===== src/rtl/ppr_pkg.sv =====
package ppr_pkg;

  typedef enum logic [3:0] {
    OP_DATA,      // drive data lines
    OP_CTRL,      // drive control lines
    OP_S1_A,      // capture status 1 into first byte
    OP_S1_B,      // capture status 1 into second byte
    OP_S2_B,      // capture status 2 into second byte
    OP_BUS_A,     // capture data bus into first byte
    OP_EPP_ADDR,  // EPP address cycle
    OP_EPP_WR,    // EPP data write cycle
    OP_EPP_RD     // EPP data read cycle, capture into first byte
  } op_e;

  typedef enum logic [2:0] {
    SQ_RD_NIB,
    SQ_RD_53,
    SQ_RD_BYTE,
    SQ_RD_EPP,
    SQ_WR_BYTE,
    SQ_WR_EPP
  } seq_e;

  typedef struct packed {
    op_e        op;
    logic [7:0] val;
    logic       last;
  } step_t;

  localparam logic [7:0] K_RD_NIB  = 8'h39;
  localparam logic [7:0] K_RD_53   = 8'h31;
  localparam logic [7:0] K_RD_BYTE = 8'h29;
  localparam logic [7:0] K_WR_BYTE = 8'h19;
  localparam logic [7:0] K_WR_EPP  = 8'h40;
  localparam logic [7:0] CTRL_IDLE = 8'h04;
  localparam logic [7:0] ERR_BYTE  = 8'hFF;

endpackage


===== src/rtl/ppr_step_rom.sv =====
module ppr_step_rom
  import ppr_pkg::*;
#(
  parameter int STEP_W = 4
) (
  input  seq_e              seq,
  input  logic [STEP_W-1:0] idx,
  input  logic [7:0]        cmd,
  input  logic [7:0]        wval,
  output step_t             step
);

  function automatic step_t mk(op_e o, logic [7:0] v, logic l);
    step_t s;
    s.op   = o;
    s.val  = v;
    s.last = l;
    return s;
  endfunction

  always_comb begin
    step = mk(OP_CTRL, CTRL_IDLE, 1'b1);
    unique case (seq)
      SQ_RD_NIB: begin
        case (idx)
          0: step = mk(OP_DATA, cmd,   1'b0);
          1: step = mk(OP_CTRL, 8'h01, 1'b0);
          2: step = mk(OP_CTRL, 8'h03, 1'b0);
          3: step = mk(OP_DATA, cmd,   1'b0);
          4: step = mk(OP_S1_A, 8'h00, 1'b0);
          5: step = mk(OP_CTRL, 8'h01, 1'b0);
          6: step = mk(OP_S1_B, 8'h00, 1'b0);
          default: step = mk(OP_CTRL, CTRL_IDLE, 1'b1);
        endcase
      end
      SQ_RD_53: begin
        case (idx)
          0: step = mk(OP_DATA, cmd,          1'b0);
          1: step = mk(OP_CTRL, 8'h01,        1'b0);
          2: step = mk(OP_DATA, cmd & 8'h37,  1'b0);
          3: step = mk(OP_CTRL, 8'h03,        1'b0);
          4: step = mk(OP_CTRL, 8'h05,        1'b0);
          5: step = mk(OP_DATA, cmd | 8'hF0,  1'b0);
          6: step = mk(OP_S1_A, 8'h00,        1'b0);
          7: step = mk(OP_S2_B, 8'h00,        1'b0);
          default: step = mk(OP_CTRL, CTRL_IDLE, 1'b1);
        endcase
      end
      SQ_RD_BYTE: begin
        case (idx)
          0: step = mk(OP_DATA,  cmd,   1'b0);
          1: step = mk(OP_CTRL,  8'h01, 1'b0);
          2: step = mk(OP_CTRL,  8'h21, 1'b0);
          3: step = mk(OP_CTRL,  8'h23, 1'b0);
          4: step = mk(OP_BUS_A, 8'h00, 1'b0);
          default: step = mk(OP_CTRL, CTRL_IDLE, 1'b1);
        endcase
      end
      SQ_RD_EPP: begin
        case (idx)
          0: step = mk(OP_EPP_ADDR, cmd,   1'b0);
          1: step = mk(OP_CTRL,     8'h24, 1'b0);
          2: step = mk(OP_EPP_RD,   8'h00, 1'b0);
          default: step = mk(OP_CTRL, CTRL_IDLE, 1'b1);
        endcase
      end
      SQ_WR_BYTE: begin
        case (idx)
          0: step = mk(OP_DATA, cmd,   1'b0);
          1: step = mk(OP_CTRL, 8'h01, 1'b0);
          2: step = mk(OP_DATA, wval,  1'b0);
          3: step = mk(OP_CTRL, 8'h03, 1'b0);
          default: step = mk(OP_CTRL, CTRL_IDLE, 1'b1);
        endcase
      end
      SQ_WR_EPP: begin
        case (idx)
          0: step = mk(OP_EPP_ADDR, cmd,  1'b0);
          1: step = mk(OP_EPP_WR,   wval, 1'b0);
          default: step = mk(OP_CTRL, CTRL_IDLE, 1'b1);
        endcase
      end
      default: step = mk(OP_CTRL, CTRL_IDLE, 1'b1);
    endcase
  end

endmodule


===== src/rtl/ppr_join.sv =====
module ppr_join
  import ppr_pkg::*;
#(
  parameter int LO_W = 5  // width taken from the first byte in the split read
) (
  input  seq_e       seq,
  input  logic [7:0] first,
  input  logic [7:0] second,
  output logic [7:0] joined
);

  localparam int HI_W = 8 - LO_W;

  always_comb begin
    unique case (seq)
      SQ_RD_NIB: joined = {second[7:4], first[7:4]};
      SQ_RD_53:  joined = {second[HI_W:1], first[7:8-LO_W]};
      default:   joined = first;
    endcase
  end

endmodule


===== src/rtl/ppr_seq.sv =====
module ppr_seq
  import ppr_pkg::*;
#(
  parameter int IDX_W  = 7,
  parameter int MODE_W = 3,
  parameter int STEP_W = 4,
  parameter int MODE_MAX = 5,
  parameter int EPP_FIRST = 3
) (
  input  logic              clk,
  input  logic              rst,
  input  logic              req_valid,
  input  logic              req_write,
  input  logic              req_bank,
  input  logic [IDX_W-1:0]  req_index,
  input  logic [7:0]        req_wdata,
  input  logic [MODE_W-1:0] req_mode,
  input  logic [7:0]        pp_data_i,
  input  logic [7:0]        pp_stat1_i,
  input  logic [7:0]        pp_stat2_i,
  output logic [7:0]        pp_data_o,
  output logic [7:0]        pp_ctrl_o,
  output logic              epp_addr_stb,
  output logic              epp_wr_stb,
  output logic              epp_rd_stb,
  output logic              busy,
  output logic              done,
  output logic [7:0]        rd_data
);

  localparam logic [MODE_W-1:0] M_MAX = MODE_W'(MODE_MAX);
  localparam logic [MODE_W-1:0] M_EPP = MODE_W'(EPP_FIRST);

  // request decode
  logic [7:0] addr_n, cmd_n;
  seq_e       seq_n;
  logic       mode_ok;

  assign addr_n  = {req_bank, req_index};
  assign mode_ok = (req_mode <= M_MAX);

  always_comb begin
    if (req_write) begin
      seq_n = (req_mode < M_EPP) ? SQ_WR_BYTE : SQ_WR_EPP;
    end else begin
      unique case (req_mode)
        MODE_W'(0): seq_n = SQ_RD_NIB;
        MODE_W'(1): seq_n = SQ_RD_53;
        MODE_W'(2): seq_n = SQ_RD_BYTE;
        default:    seq_n = SQ_RD_EPP;
      endcase
    end
    unique case (seq_n)
      SQ_RD_NIB:  cmd_n = addr_n ^ K_RD_NIB;
      SQ_RD_53:   cmd_n = addr_n ^ K_RD_53;
      SQ_RD_BYTE: cmd_n = addr_n ^ K_RD_BYTE;
      SQ_WR_BYTE: cmd_n = addr_n ^ K_WR_BYTE;
      SQ_WR_EPP:  cmd_n = addr_n ^ K_WR_EPP;
      default:    cmd_n = addr_n;
    endcase
  end

  // latched request
  seq_e              seq_q;
  logic [7:0]        cmd_q, wval_q, first_q, second_q;
  logic [STEP_W-1:0] step_q;
  logic [MODE_W-1:0] mode_q;

  step_t      cur;
  logic [7:0] joined;
  logic       is_read;

  assign is_read = (seq_q != SQ_WR_BYTE) && (seq_q != SQ_WR_EPP);

  ppr_step_rom #(.STEP_W(STEP_W)) u_rom (
    .seq  (seq_q),
    .idx  (step_q),
    .cmd  (cmd_q),
    .wval (wval_q),
    .step (cur)
  );

  ppr_join #(.LO_W(5)) u_join (
    .seq    (seq_q),
    .first  (first_q),
    .second (second_q),
    .joined (joined)
  );

  always_ff @(posedge clk) begin
    if (rst) begin
      pp_data_o    <= 8'h00;
      pp_ctrl_o    <= CTRL_IDLE;
      epp_addr_stb <= 1'b0;
      epp_wr_stb   <= 1'b0;
      epp_rd_stb   <= 1'b0;
      busy         <= 1'b0;
      done         <= 1'b0;
      rd_data      <= 8'h00;
      seq_q        <= SQ_RD_NIB;
      cmd_q        <= 8'h00;
      wval_q       <= 8'h00;
      first_q      <= 8'h00;
      second_q     <= 8'h00;
      step_q       <= '0;
      mode_q       <= '0;
    end else begin
      done         <= 1'b0;
      epp_addr_stb <= 1'b0;
      epp_wr_stb   <= 1'b0;
      epp_rd_stb   <= 1'b0;
      if (busy) begin
        unique case (cur.op)
          OP_DATA:     pp_data_o <= cur.val;
          OP_CTRL:     pp_ctrl_o <= cur.val;
          OP_S1_A:     first_q   <= pp_stat1_i;
          OP_S1_B:     second_q  <= pp_stat1_i;
          OP_S2_B:     second_q  <= pp_stat2_i;
          OP_BUS_A:    first_q   <= pp_data_i;
          OP_EPP_ADDR: begin pp_data_o <= cur.val; epp_addr_stb <= 1'b1; end
          OP_EPP_WR:   begin pp_data_o <= cur.val; epp_wr_stb   <= 1'b1; end
          OP_EPP_RD:   begin first_q   <= pp_data_i; epp_rd_stb <= 1'b1; end
          default:     ;
        endcase
        if (cur.last) begin
          busy <= 1'b0;
          done <= 1'b1;
          if (is_read) rd_data <= joined;
        end else begin
          step_q <= step_q + 1'b1;
        end
      end else if (req_valid) begin
        mode_q <= req_mode;
        if (!mode_ok) begin
          done    <= 1'b1;
          rd_data <= ERR_BYTE;
        end else begin
          busy   <= 1'b1;
          step_q <= '0;
          seq_q  <= seq_n;
          cmd_q  <= cmd_n;
          wval_q <= req_wdata;
        end
      end
    end
  end

  // completion pulse never overlaps a running sequence
  a_r10_done_not_busy: assert property (@(posedge clk) disable iff (rst)
    done |-> !busy);

  // a finished sequence leaves the control lines idle
  a_r10_ctrl_idle: assert property (@(posedge clk) disable iff (rst)
    (done && $past(busy)) |-> (pp_ctrl_o == CTRL_IDLE));

  // the latched request does not move while busy
  a_r11_hold_request: assert property (@(posedge clk) disable iff (rst)
    busy |=> ($stable(mode_q) && $stable(cmd_q) && $stable(wval_q)));

  // bad mode completes at once with the error byte
  a_r12_bad_mode: assert property (@(posedge clk) disable iff (rst)
    (!$past(rst) && $past(req_valid && !busy && (req_mode > M_MAX)))
      |-> (done && rd_data == ERR_BYTE));

  // EPP strobes are mutually exclusive
  a_r9_strobe_onehot: assert property (@(posedge clk) disable iff (rst)
    $onehot0({epp_addr_stb, epp_wr_stb, epp_rd_stb}));

  // EPP strobes only in EPP modes
  a_r7_epp_only: assert property (@(posedge clk) disable iff (rst)
    (epp_addr_stb || epp_wr_stb || epp_rd_stb) |-> (mode_q >= M_EPP && mode_q <= M_MAX));

endmodule


===== config.mk =====
export PLATFORM = sky130hd
export DESIGN_NAME = ppr_seq
export DESIGN_NICKNAME = d
export VERILOG_FILES = /design/src/rtl/ppr_pkg.sv /design/src/rtl/ppr_step_rom.sv /design/src/rtl/ppr_join.sv /design/src/rtl/ppr_seq.sv
export SDC_FILE = /design/constraint.sdc
export NUM_CORES = 1
export LEC_CHECK = 0
export BUFFER_PORTS_ARGS = -buffer_cell sky130_fd_sc_hd__buf_2
export CAP_MARGIN = 20
export CORE_ASPECT_RATIO = 1.1
export CORE_MARGIN = 2
export CORE_UTILIZATION = 48
export DETAILED_ROUTE_END_ITERATION = 10
export GPL_TIMING_DRIVEN = 0
export PLACE_DENSITY_LB_ADDON = 0.1
export SKIP_LAST_GASP = 1
export SLEW_MARGIN = 20
export SYNTH_ARGS = -nofsm -noshare
export SYNTH_HDL_FRONTEND = slang
export SYNTH_HIERARCHICAL = 1
export SYNTH_SLANG_ARGS = --single-unit

===== constraint.sdc =====
create_clock -name clk -period 6.45 [get_ports clk]
set_input_delay 0.3225 -clock clk [delete_from_list [all_inputs] [get_ports clk]]
set_output_delay 0.3225 -clock clk [all_outputs]
set_load 0.01 [all_outputs]

After elaboration in Yosys (flattened, before gate mapping) --
Cells that the tools add are included.
Storage, ports and cells: bits in registers 68, bits of input ports 47, output and inout port bits 29, word-level logic and storage cells 111
Cells by class: $add $sub $neg 1, $lt $le $gt $ge 2, equal/unequal tests 32, mux-type cells 34, bitwise logic cells 6, reductions and logical operators 22
Operators by type and width (count):
- one-hot mux 12 bit (8 select lines) | 1
- one-hot mux 13 bit (6 select lines) | 1
- one-hot mux 12 bit (5 select lines) | 1
- one-hot mux 11 bit (5 select lines) | 1
- one-hot mux 8 bit (2 select lines) | 3
- two-way mux 8 bit | 5
- one-hot mux 10 bit (4 select lines) | 1
- one-hot mux 13 bit (3 select lines) | 1
- one-hot mux 7 bit (5 select lines) | 1
- equality test 4 x 3 -> 1 bit, second input constant | 8
- one-hot mux 12 bit (2 select lines) | 1
- equality test 4 x 2 -> 1 bit, second input constant | 4
- two-way mux 4 bit | 4
- equality test 3 x 2 -> 1 bit, second input constant | 4
- equality test 3 bit, second input constant | 4
- two-way mux 1 bit | 12
- equality test 3 x 1 -> 1 bit, second input constant | 3
- zero test 3 bit | 3
- inverter 3 bit | 3
- equality test 4 x 1 -> 1 bit, second input constant | 2
- zero test 4 bit | 2
- AND reduction 2 bit | 4
- nonzero test 2 bit | 4
- OR reduction 2 bit | 4
- 15 further kinds | 20

Logic depth before layout (Yosys ltp) --
depth in word-level cells 8, depth in mapped cells 13, gate-level depth less buffers 9

Cells and area by module --
Netlist, hierarchy kept.
By module, submodules not included:
- ppr_seq | instances 1, cells an instance 273, area an instance 2730.1 sq um, seq. area each 1361.3 sq um
- ppr_step_rom | instances 1, cells an instance 167, area an instance 1029.7 sq um, seq. area each 0.0 sq um
- ppr_join | instances 1, cells an instance 27, area an instance 212.7 sq um, seq. area each 0.0 sq um

Worst setup path after synthesis --
OpenSTA, ideal clock, no wires.
path type register -> register, start point register seq_q[1], end point register second_q[6], library setup time 0.079 ns, arrival 2.639 ns, required time 6.371 ns, setup slack 3.731 ns, stages on the path, launching flop included 12, buffers on the path 4, period minus slack after synthesis 2.719 ns, cell sequence dfxtp_1 > buf_2 > buf_2 > buf_2 > nand3_1 > a21o_1 > a21oi_1 > or3b_1 > a21oi_4 > buf_6 > nor2_1 > a211oi_2
RTL lines:
- from (decl) | line ppr_seq.sv:64 | seq_e seq_q;
- from (signal assigned) | line ppr_seq.sv:140 | seq_q <= seq_n;
- to (signal assigned) | line ppr_seq.sv:117 | OP_S1_B: second_q <= pp_stat1_i;
- to (signal assigned) | line ppr_seq.sv:118 | OP_S2_B: second_q <= pp_stat2_i;
- to (decl) | line ppr_seq.sv:65 | logic [7:0] cmd_q, wval_q, first_q, second_q;

==> reports/results.env <==
GRT.BUSIEST_LAYER='met2'
DIE_W_UM=90.29
PLACEDINSTANCEAREA_UM2=4432
DRC=0
MAX_FREQ_MHz=294.0
SYNTH.YOSYS.WARNINGS=6
STDCELL_AREA_UM2=4604
NUMBER_OF_MAX_SLEW_VIOLATIONS_IN_THE_FINAL_REPORT=0
POST_CTS_HOLD_BUFFER_COUNT=0
CRIT-REG2REG-LAUNCH='seq_q[1]'
CTS_TREE='done'
DRIVE_ABOVE_1_SHARE_PCT=24.64
DRT-VIAS-PER-INSTANCE=5.752
REG2REG_SETUP_SLACK_NS=3.05
STATUS='complete, no violations'
GRT_START_MAX_NET_PINS=14
TIME_THE_FINAL_WORST_PATH_NEEDS_WITH_I_O_DELAYS_AND_SETUP_NS=3.401
VIA_COUNT=3796
R2R.WORST_PATH.CELLS=11
LAYOUT.NETS=595
WORST-ENDPOINT-REQUIRED_NS=6.69
WORST_HOLD_SLACK_NS=0.1940
INITIAL_ANTENNA_VIOLATION_COUNT=0
HPWL_DP_UM=8552
SYNTH_FP_NETS=511
WORSTREG2REGEND='first_q[5]'
GLOBALROUTEMET1UTIL_PCT=30.17
FIRST_PASS_ITERS=5
TOTAL_LEAKAGE_POWER_uW=0.001968
SETUP.WORST_PATH.START='seq_q[1]'
FINAL.SETUP.TNS_NS=0
CTS_HTREE_LEVELS=3
REG_AREA_UM2=1341
ANT_NETS=0
FIN_UTIL_PCT=58.19
WORSTHOLDPATHTYPE='input port to flop'
NUMBER_OF_BUFFERS_ADDED_BY_THE_CLOCK_TREE_SYNTHESIS_STEP=9
POSTCTS_RESIZE_CNT=0
GRT_FIRST_PASS_WIRELENGTH_UM=18170
DIE_HEIGHT_UM=98.92
SYNTH.AVG_CELL_AREA_UM2=8.491
DRV_CAP=0
CRITICALPATHCATEGORY='flop to flop'
SYNTHTOLAYOUTAREAGROWTH_PCT=17.12
PIN_COUNT=76
FINAL_WL_UM=11300
FILLER_CELL_COUNT=794
INITIALDRTVIOLATIONCOUNT=219
MET3_USAGE_GRT_PCT=4.434
DIE_AREA_UM2=8931
TRITONCTS_NUM_SINKS=67
PLACE.GP.CONGESTION=0.9554
HOLD_VIOL_FINAL=0
MAX-SLEW-MARGIN-REL_PCT=43.05
SETUP_VIOL=0
INSERTEDDIODECOUNT=0
PLACEABLECOREAREA_UM2=7913
WORST_SKEW_PAIR.LATE_LATENCY_NS=0.33
GRT_OVERFLOW_TOTAL=0
MAXIMUM_VDD_IR_DROP_uV=129.6
WORSTSETUPSTARTPOINTTYPE='flop'
GRT_UTIL_ALL_LAYERS_PCT=25.70
PORTBUFFERS=73
CLOCK_TREE.BUFFER_DEPTH=2
CP_MAX_FO=13
FIN_SKEW_NS=0.007367
AREA_TAKEN_BY_MULTI_INPUT_LOGIC_GATES_UM2=2360
GRT_USE_MET2_PCT=44.36
GRT_SETUP_UNREPAIRED='false'
SETUP.WORST_PATH.END='first_q[5]'
CAPTURING_ELEMENT_TYPE_OF_THE_CRITICAL_PATH='flop'
ROOT_BUFFER_SELECTED_BY_CTS='sky130_fd_sc_hd__clkbuf_8'
EFFECTIVE_UTILIZATION_AT_FLOORPLAN_PCT=49.68
POST-CTS-SETUP-BUFFERS=0
WORSTPATHARRIVAL_NS=3.64
TIMING_WORST_SLEW_PIN_VALUE_NS=0.8477
NETLIST_AREA_UM2=3931
NUM_ROWS=34
CELLPOWERDENSITY_nW_PER_UM2=204.5
GRT_PASS1_VIAS=3674
NETLIST_INSTANCES=463
CTS.REPORTEDPATHS.CLKPINSLEW_NS=0.07
POST-ROUTE-PERIOD-UTIL_PCT=52.73
WL_PER_CELL_UM=17.13
state kept, by name, summed over array words and instances, names as in the netlist, 3 cells and up:
name	flops
cmd_q	8
first_q	8
pp_ctrl_o	8
pp_data_o	8
rd_data	8
wval_q	8
second_q	7
step_q	4
seq_q	3
layer usage:
metal  vias to the layer above  share of wire, %
met1                      1772                42
met3                        36               5.2
met2                       131                49
met4                         0               4.7
met5                         -                 0
li1                       1857                 -
per-stage QoR:
step           total power [µW]  worst slack (ns)  std cells
2_1_floorplan             574.5             3.751        463
3_3_place_gp              632.2             3.266        644
3_5_place_dp              634.4             3.163        644
4_1_cts                   946.7             3.114        660
5_1_grt                   987.2             2.760        660
6_report                  941.4             3.049        660
layout make-up:
| type | count | area share [%] |
|---|---|---|
| Sequential cell | 67 | 29.13 |
| Clock inverter | 2 | 0.2174 |
| Multi-Input combinational cell | 353 | 51.25 |
| Inverter | 6 | 0.4891 |
| Tap cell | 108 | 2.935 |
| Buffer | 37 | 4.511 |
| Clock buffer | 14 | 3.533 |
| Timing Repair Buffer | 73 | 7.935 |
placed cells by master (no fill, tap or decap), types with 12 or more instances in the layout:
| cell type | n |
|---|---|
| sky130_fd_sc_hd__a211oi_1 | 13 |
| sky130_fd_sc_hd__a22o_1 | 17 |
| sky130_fd_sc_hd__buf_2 | 91 |
| sky130_fd_sc_hd__clkbuf_1 | 12 |
| sky130_fd_sc_hd__dfxtp_1 | 67 |
| sky130_fd_sc_hd__mux2i_1 | 44 |
| sky130_fd_sc_hd__nand2_1 | 27 |
| sky130_fd_sc_hd__nor2_1 | 63 |
| sky130_fd_sc_hd__nor3_1 | 22 |
| sky130_fd_sc_hd__o21ai_0 | 22 |
worst max-delay path, stage by stage (launching register included):
cell and delay [ns]:
sky130_fd_sc_hd__dfxtp_1 0.56, sky130_fd_sc_hd__buf_2 0.31, sky130_fd_sc_hd__buf_2 0.26, sky130_fd_sc_hd__buf_2 0.27
sky130_fd_sc_hd__nand3_1 0.10, sky130_fd_sc_hd__a21o_1 0.17, sky130_fd_sc_hd__a21oi_1 0.48, sky130_fd_sc_hd__nor3b_2 0.36
sky130_fd_sc_hd__a32o_2 0.30, sky130_fd_sc_hd__buf_2 0.23, sky130_fd_sc_hd__nor2_1 0.06, sky130_fd_sc_hd__a211oi_1 0.21
worst min path at each step:
stage	slack, ns	cells after the start	to	start
final	0.19	2	cmd_q[1]	req_index[1]
after CTS	0.18	2	wval_q[1]	req_wdata[1]
after global placement	0.45	1	pp_ctrl_o[2]	pp_ctrl_o[2]
after global routing	0.18	2	wval_q[1]	req_wdata[1]
after floorplan	0.42	1	seq_q[1]	req_write
after detailed placement	0.46	1	pp_ctrl_o[2]	pp_ctrl_o[2]
power breakdown:
part	internal [µW]	switching, µW
combinational	75.1	107
sequential	430	14.8
clock	160	154
total	665	276
Note: power is estimated with default switching activity, not from simulation.
